$ cat config.mk
export PLATFORM = sky130hd
export DESIGN_NAME = gcd_sub_engine
export DESIGN_NICKNAME = d
export VERILOG_FILES = /design/src/rtl/gcd_pkg.sv /design/src/rtl/gcd_ctrl.sv /design/src/rtl/gcd_dp.sv /design/src/rtl/gcd_sub_engine.sv
export SDC_FILE = /design/constraint.sdc
export NUM_CORES = 1
export LEC_CHECK = 0
export BUFFER_PORTS_ARGS = -buffer_cell sky130_fd_sc_hd__buf_4
export CAP_MARGIN = 10
export CORE_MARGIN = 2
export CORE_UTILIZATION = 43
export DETAILED_ROUTE_END_ITERATION = 10
export GPL_TIMING_DRIVEN = 0
export PLACE_DENSITY = 0.73
export SYNTH_ARGS = -nofsm -noshare
export SYNTH_HDL_FRONTEND = slang
export SYNTH_SLANG_ARGS = --single-unit
export TNS_END_PERCENT = 10
$ cat constraint.sdc
create_clock -name clk -period 4.4 [get_ports clk]
set_input_delay 0.44 -clock clk [delete_from_list [all_inputs] [get_ports clk]]
set_output_delay 0.44 -clock clk [all_outputs]
set_load 0.1 [all_outputs]
$ cat src/rtl/gcd_pkg.sv
package gcd_pkg;
  // State indices; the binary code of a state equals its index
  localparam int NUM_ST   = 4;
  localparam int ST_IDLE  = 0;
  localparam int ST_TEST  = 1;
  localparam int ST_SWAP  = 2;
  localparam int ST_FIN   = 3;
  localparam int ST_BITS  = $clog2(NUM_ST);
endpackage

$ cat src/rtl/gcd_ctrl.sv
module gcd_ctrl
  import gcd_pkg::*;
#(
  parameter bit ONE_HOT = 1'b1
) (
  input  logic              clk,
  input  logic              rst_n,
  input  logic              start,
  input  logic              x_zero,
  input  logic              need_swap,
  output logic [NUM_ST-1:0] st_term,
  output logic              ld_x,
  output logic              ld_y,
  output logic              sel_in,
  output logic              swap_en,
  output logic              sub_en
);
  // Per-state next-condition terms, shared by both encodings
  logic go_test, stay_idle, to_swap, to_fin, keep_sub;

  assign stay_idle = st_term[ST_IDLE] & ~start;
  assign go_test   = st_term[ST_IDLE] & start;
  assign to_fin    = st_term[ST_TEST] & x_zero;
  assign to_swap   = st_term[ST_TEST] & ~x_zero & need_swap;
  assign keep_sub  = st_term[ST_TEST] & ~x_zero & ~need_swap;

  generate
    if (ONE_HOT) begin : g_onehot
      logic [NUM_ST-1:0] oh_q, oh_d;
      logic              legal;
      assign legal = (oh_q != '0) && ((oh_q & (oh_q - 1'b1)) == '0);
      always_comb begin
        oh_d = '0;
        if (!legal) begin
          oh_d[ST_IDLE] = 1'b1;
        end else begin
          oh_d[ST_IDLE] = stay_idle | st_term[ST_FIN];
          oh_d[ST_TEST] = go_test | keep_sub | st_term[ST_SWAP];
          oh_d[ST_SWAP] = to_swap;
          oh_d[ST_FIN]  = to_fin;
        end
      end
      always_ff @(posedge clk or negedge rst_n) begin
        if (!rst_n) oh_q <= NUM_ST'(1) << ST_IDLE;
        else        oh_q <= oh_d;
      end
      assign st_term = legal ? oh_q : '0;
    end else begin : g_binary
      logic [ST_BITS-1:0] bn_q, bn_d;
      always_comb begin
        bn_d = bn_q;
        if (stay_idle | st_term[ST_FIN]) bn_d = ST_BITS'(ST_IDLE);
        if (go_test | keep_sub | st_term[ST_SWAP]) bn_d = ST_BITS'(ST_TEST);
        if (to_swap) bn_d = ST_BITS'(ST_SWAP);
        if (to_fin)  bn_d = ST_BITS'(ST_FIN);
      end
      always_ff @(posedge clk or negedge rst_n) begin
        if (!rst_n) bn_q <= ST_BITS'(ST_IDLE);
        else        bn_q <= bn_d;
      end
      assign st_term = NUM_ST'(1) << bn_q;
    end
  endgenerate

  // Output equations: OR of the state terms in which each line is active
  assign sel_in  = go_test;
  assign ld_x    = go_test | keep_sub | st_term[ST_SWAP];
  assign ld_y    = go_test | st_term[ST_SWAP];
  assign swap_en = st_term[ST_SWAP];
  assign sub_en  = keep_sub;
endmodule

$ cat src/rtl/gcd_dp.sv
module gcd_dp #(
  parameter int W = 8
) (
  input  logic         clk,
  input  logic         rst_n,
  input  logic [W-1:0] a_in,
  input  logic [W-1:0] b_in,
  input  logic         ld_x,
  input  logic         ld_y,
  input  logic         sel_in,
  input  logic         swap_en,
  input  logic         sub_en,
  output logic [W-1:0] xr,
  output logic [W-1:0] yr,
  output logic         x_zero,
  output logic         need_swap
);
  function automatic logic [W-1:0] f_diff(input logic [W-1:0] x, input logic [W-1:0] y);
    return x - y;
  endfunction

  function automatic logic f_swap_cond(input logic [W-1:0] x, input logic [W-1:0] y);
    return (x < y) || (y == '0);
  endfunction

  logic [W-1:0] x_nxt, y_nxt;

  always_comb begin
    if (sel_in)       x_nxt = a_in;
    else if (swap_en) x_nxt = yr;
    else if (sub_en)  x_nxt = f_diff(xr, yr);
    else              x_nxt = xr;
    if (sel_in)       y_nxt = b_in;
    else if (swap_en) y_nxt = xr;
    else              y_nxt = yr;
  end

  always_ff @(posedge clk or negedge rst_n) begin
    if (!rst_n) begin
      xr <= '0;
      yr <= '0;
    end else begin
      if (ld_x) xr <= x_nxt;
      if (ld_y) yr <= y_nxt;
    end
  end

  assign x_zero    = (xr == '0);
  assign need_swap = f_swap_cond(xr, yr);
endmodule

$ cat src/rtl/gcd_sub_engine.sv
module gcd_sub_engine
  import gcd_pkg::*;
#(
  parameter int W       = 8,
  parameter bit ONE_HOT = 1'b1
) (
  input  logic         clk,
  input  logic         rst_n,
  input  logic         start,
  input  logic [W-1:0] a_in,
  input  logic [W-1:0] b_in,
  output logic [W-1:0] result,
  output logic         done
);
  logic [NUM_ST-1:0] st_term;
  logic ld_x, ld_y, sel_in, swap_en, sub_en, x_zero, need_swap;
  logic [W-1:0] xr, yr;

  gcd_ctrl #(.ONE_HOT(ONE_HOT)) u_ctrl (
    .clk(clk), .rst_n(rst_n), .start(start),
    .x_zero(x_zero), .need_swap(need_swap),
    .st_term(st_term), .ld_x(ld_x), .ld_y(ld_y),
    .sel_in(sel_in), .swap_en(swap_en), .sub_en(sub_en)
  );

  gcd_dp #(.W(W)) u_dp (
    .clk(clk), .rst_n(rst_n), .a_in(a_in), .b_in(b_in),
    .ld_x(ld_x), .ld_y(ld_y), .sel_in(sel_in),
    .swap_en(swap_en), .sub_en(sub_en),
    .xr(xr), .yr(yr), .x_zero(x_zero), .need_swap(need_swap)
  );

  assign result = yr;
  assign done   = st_term[ST_FIN];
endmodule

==> reports/qor.csv <==
metric,value,unit
total I/O pin count,28,
GR Util met3,3.46,%
Vias,1323,
htree depth,1,
Setup crit start kind,register,
setup TNS,0,ns
r2r worst-path depth,9,
proportion of layout cells with a drive suffix above 1,18.7,%
fmax,0.389,GHz
r2r endpoint,u_dp.xr[7],
Seq. cell area,502,um2
antenna cells,0,
GRT met2 Usage,33.5,%
Main synth FF type,dfrtp_1,
CP max FO,10,
CTS root buf,clkbuf_4,
Num CTS Buffers,3,
port bufs,27,
# Post-CTS Setup Buffers,0,
# clock sinks,20,
syn_nets,194,
fin crit share,58.4,%
drt drc,0,
GPL Wtd Cong,0.876,
synth warn,0,
post_cts resized,0,
kind of critical path,reg -> reg,
sequential-to-total area share from yosys stat,36.8,%
Yosys top cell area share,34.9,%
"Slowest-stage cell, CP",dfrtp_1,
Multi-input gate area,795,um2
Starting Density,45.0,%
synthesis-to-layout area growth,22.3,%
Hold Crit Class,in -> reg,
Hold Crit Start,b_in[4],
Die Ht,60.3,um
first-pass GRT wire length,5620,um
r2r setup slk,1.83,ns
Core Rows,20,
Worst Hold End,u_dp.yr[4],
leading area contributor after synthesis,dfrtp_1,
crit path time final,2.57,ns
met1 Use GR,28.3,%
synth top area cells,"dfrtp_1 35%, nand2_1 8.0%, ha_1 7.3%, o21ai_0 5.1%, a31oi_1 4.6%",
CORE AREA,0.00303,mm2
WP data required,4.61,ns
worst-skew pair later-pin latency,0.32,ns
Fin. Hold Viols,0,
Die W,60.3,um
CTS tree,built,
Slew Limit Headroom,39.7,%
Post-Syn Instances,166,
max-slew violations,0,
worst-path cell chain,ha_1 -> fa_1 -> nor2b_1 -> o2111ai_1 -> a31oi_1 -> a21oi_4 -> buf_4 -> a21oi_1 -> o21ai_0,
Worst Skew,0.00420,ns
fin nets,227,
CTS clock-pin slew for the worst setup and hold paths,0.12,ns
"Largest stage delay, worst path",0.45,ns
DR WL/cell,14.2,um
Total Die Area,0.00364,mm2
Detail Route Antenna Nets,0,
RSZ-0062 raised after global routing,false,
hpwl dp,2570,um
initial DRC count,77,
CP endpoint kind,register,
vias in the first global route,1238,
FF-to-FF Start,u_dp.yr[0],
via/cell ratio,5.47,
global route overflow,0,
post-synth cell types,40,
gr usage total,21.0,%
Most Crowded Layer GR,met2,
final setup fails,0,
status,"complete, no violations",
maxcap violations,0,
WL final,3430,um
number of synthesized flops with an enable pin,0,
initial antenna violation count,0,
Bufs on Longest Clock Path,2,
async set-reset flop share out of synthesis,100,%
crit path buf inv count,1,
"CP delay by family, top",compound AO/OA/AOI/OAI gates,
Layout fillers,284,
Post-Syn Area,0.00136,mm2
TritonRoute pass-1 iters,4,
WHS Path Cells,3,
WP data arrival,2.78,ns
Syn Area/Cell,8.22,um2
Slew @ Worst Pin,0.898,ns
largest net degree at the start of global routing,21,
synthesized flop and latch total,20,
Yosys cell counts (2+ instances only):
master	instances
nor4_1	2
xor2_1	2
o211ai_1	2
o41ai_1	2
clkbuf_1	6
a31oi_1	10
o21a_1	2
nand2b_1	6
a21oi_1	9
or3_1	2
ha_1	8
o22ai_1	3
nand2_1	29
or4_1	2
inv_1	9
nor2b_1	3
a211oi_1	2
o21ai_0	14
nor2_1	14
dfrtp_1	19
logic make-up (layout without fill, tap and decap cells):
kind of cell / Yosys count / after routing / synth area share, %
flops: 20 / 20 / 36.8
compound gates: 51 / 51 / 23.5
mux: 1 / 1 / 1.10
simple gates: 65 / 65 / 22.9
buf+inv: 17 / 49 / 4.95
xor+xnor: 3 / 3 / 1.93
fa+ha+maj: 9 / 9 / 8.81
area by class of cell:
| cell class | instances | share of cell area (%) |
|---|---|---|
| repair buffers | 28 | 12.8 |
| flip-flops and latches | 20 | 30.1 |
| well taps | 44 | 3.30 |
| inverters | 10 | 2.25 |
| multi-input cells | 129 | 47.6 |
| plain buffers | 7 | 1.80 |
| clock buffers | 4 | 2.18 |
worst register-to-register path: stages, from the launching register on:
cell and delay, ns:
dfrtp_1 0.45, ha_1 0.26, fa_1 0.39, nor2b_1 0.19, o2111ai_1 0.21, a31oi_1 0.43
a21oi_4 0.12, buf_4 0.19, a21oi_1 0.13, o21ai_0 0.08
per-layer routing:
metal	up-vias	part of all wire (%)
met2	40	46
met1	619	48
met3	5	4.4
li1	659	-
met4	0	1.3
met5	-	0
worst max-delay path by stage:
stage | to | depth (start not counted) | start
after global placement | u_dp.xr[7] | 9 | u_dp.yr[0]
after detailed placement | u_dp.xr[7] | 9 | u_dp.yr[0]
after global routing | u_dp.xr[7] | 10 | u_dp.xr[0]
final | u_dp.xr[7] | 9 | u_dp.yr[0]
after floorplan | done | 1 | u_ctrl.g_onehot.oh_q[0]
after CTS | u_dp.xr[7] | 9 | u_dp.yr[0]
metrics by stage:
step / hold slack, ns / area (um2) / cells / setup WS (ns) / util, %
after floorplan: 0.144 / 1360 / 166 / 0.427 / -
after global placement: 0.333 / 1620 / 237 / 1.94 / 53.6
after detailed placement: 0.336 / 1620 / 237 / 1.90 / 53.6
after CTS: 0.382 / 1670 / 242 / 1.87 / 55.1
after global routing: 0.379 / 1670 / 242 / 1.70 / 55.1
final: 0.380 / 1670 / 242 / 1.83 / 55.1
cells in the final DEF (no fill, tap or decap), types with 2 or more instances in the layout:
| cell type | count |
|---|---|
| dfrtp_1 | 19 |
| xor2_1 | 2 |
| buf_4 | 28 |
| o211ai_1 | 2 |
| o21a_1 | 2 |
| a31oi_1 | 10 |
| nand2b_1 | 6 |
| a211oi_1 | 2 |
| nand2_1 | 29 |
| or3_1 | 2 |
| nor4_1 | 2 |
| o22ai_1 | 3 |
| inv_1 | 9 |
| clkbuf_1 | 6 |
| nor2_1 | 14 |
| o41ai_1 | 2 |
| or4_1 | 2 |
| a21oi_1 | 9 |
| nor2b_1 | 3 |
| ha_1 | 8 |
| clkbuf_4 | 3 |
| o21ai_0 | 14 |
registers in the layout, indices dropped and copies added, names as in the netlist:
name                  count
u_dp.yr                   8
u_ctrl.g_onehot.oh_q      4
u_dp.xr                   8
what timing repair did:
| item | in CTS | in global routing |
|---|---|---|
| hold endpoints to repair | 19 | 0 |
| endpoints found under the setup margin | 0 | 0 |
| hold buffers | 1 | 0 |
Power is not shown: default switching activity piles up to over one toggle a cycle in this logic, so the estimate is an artifact.
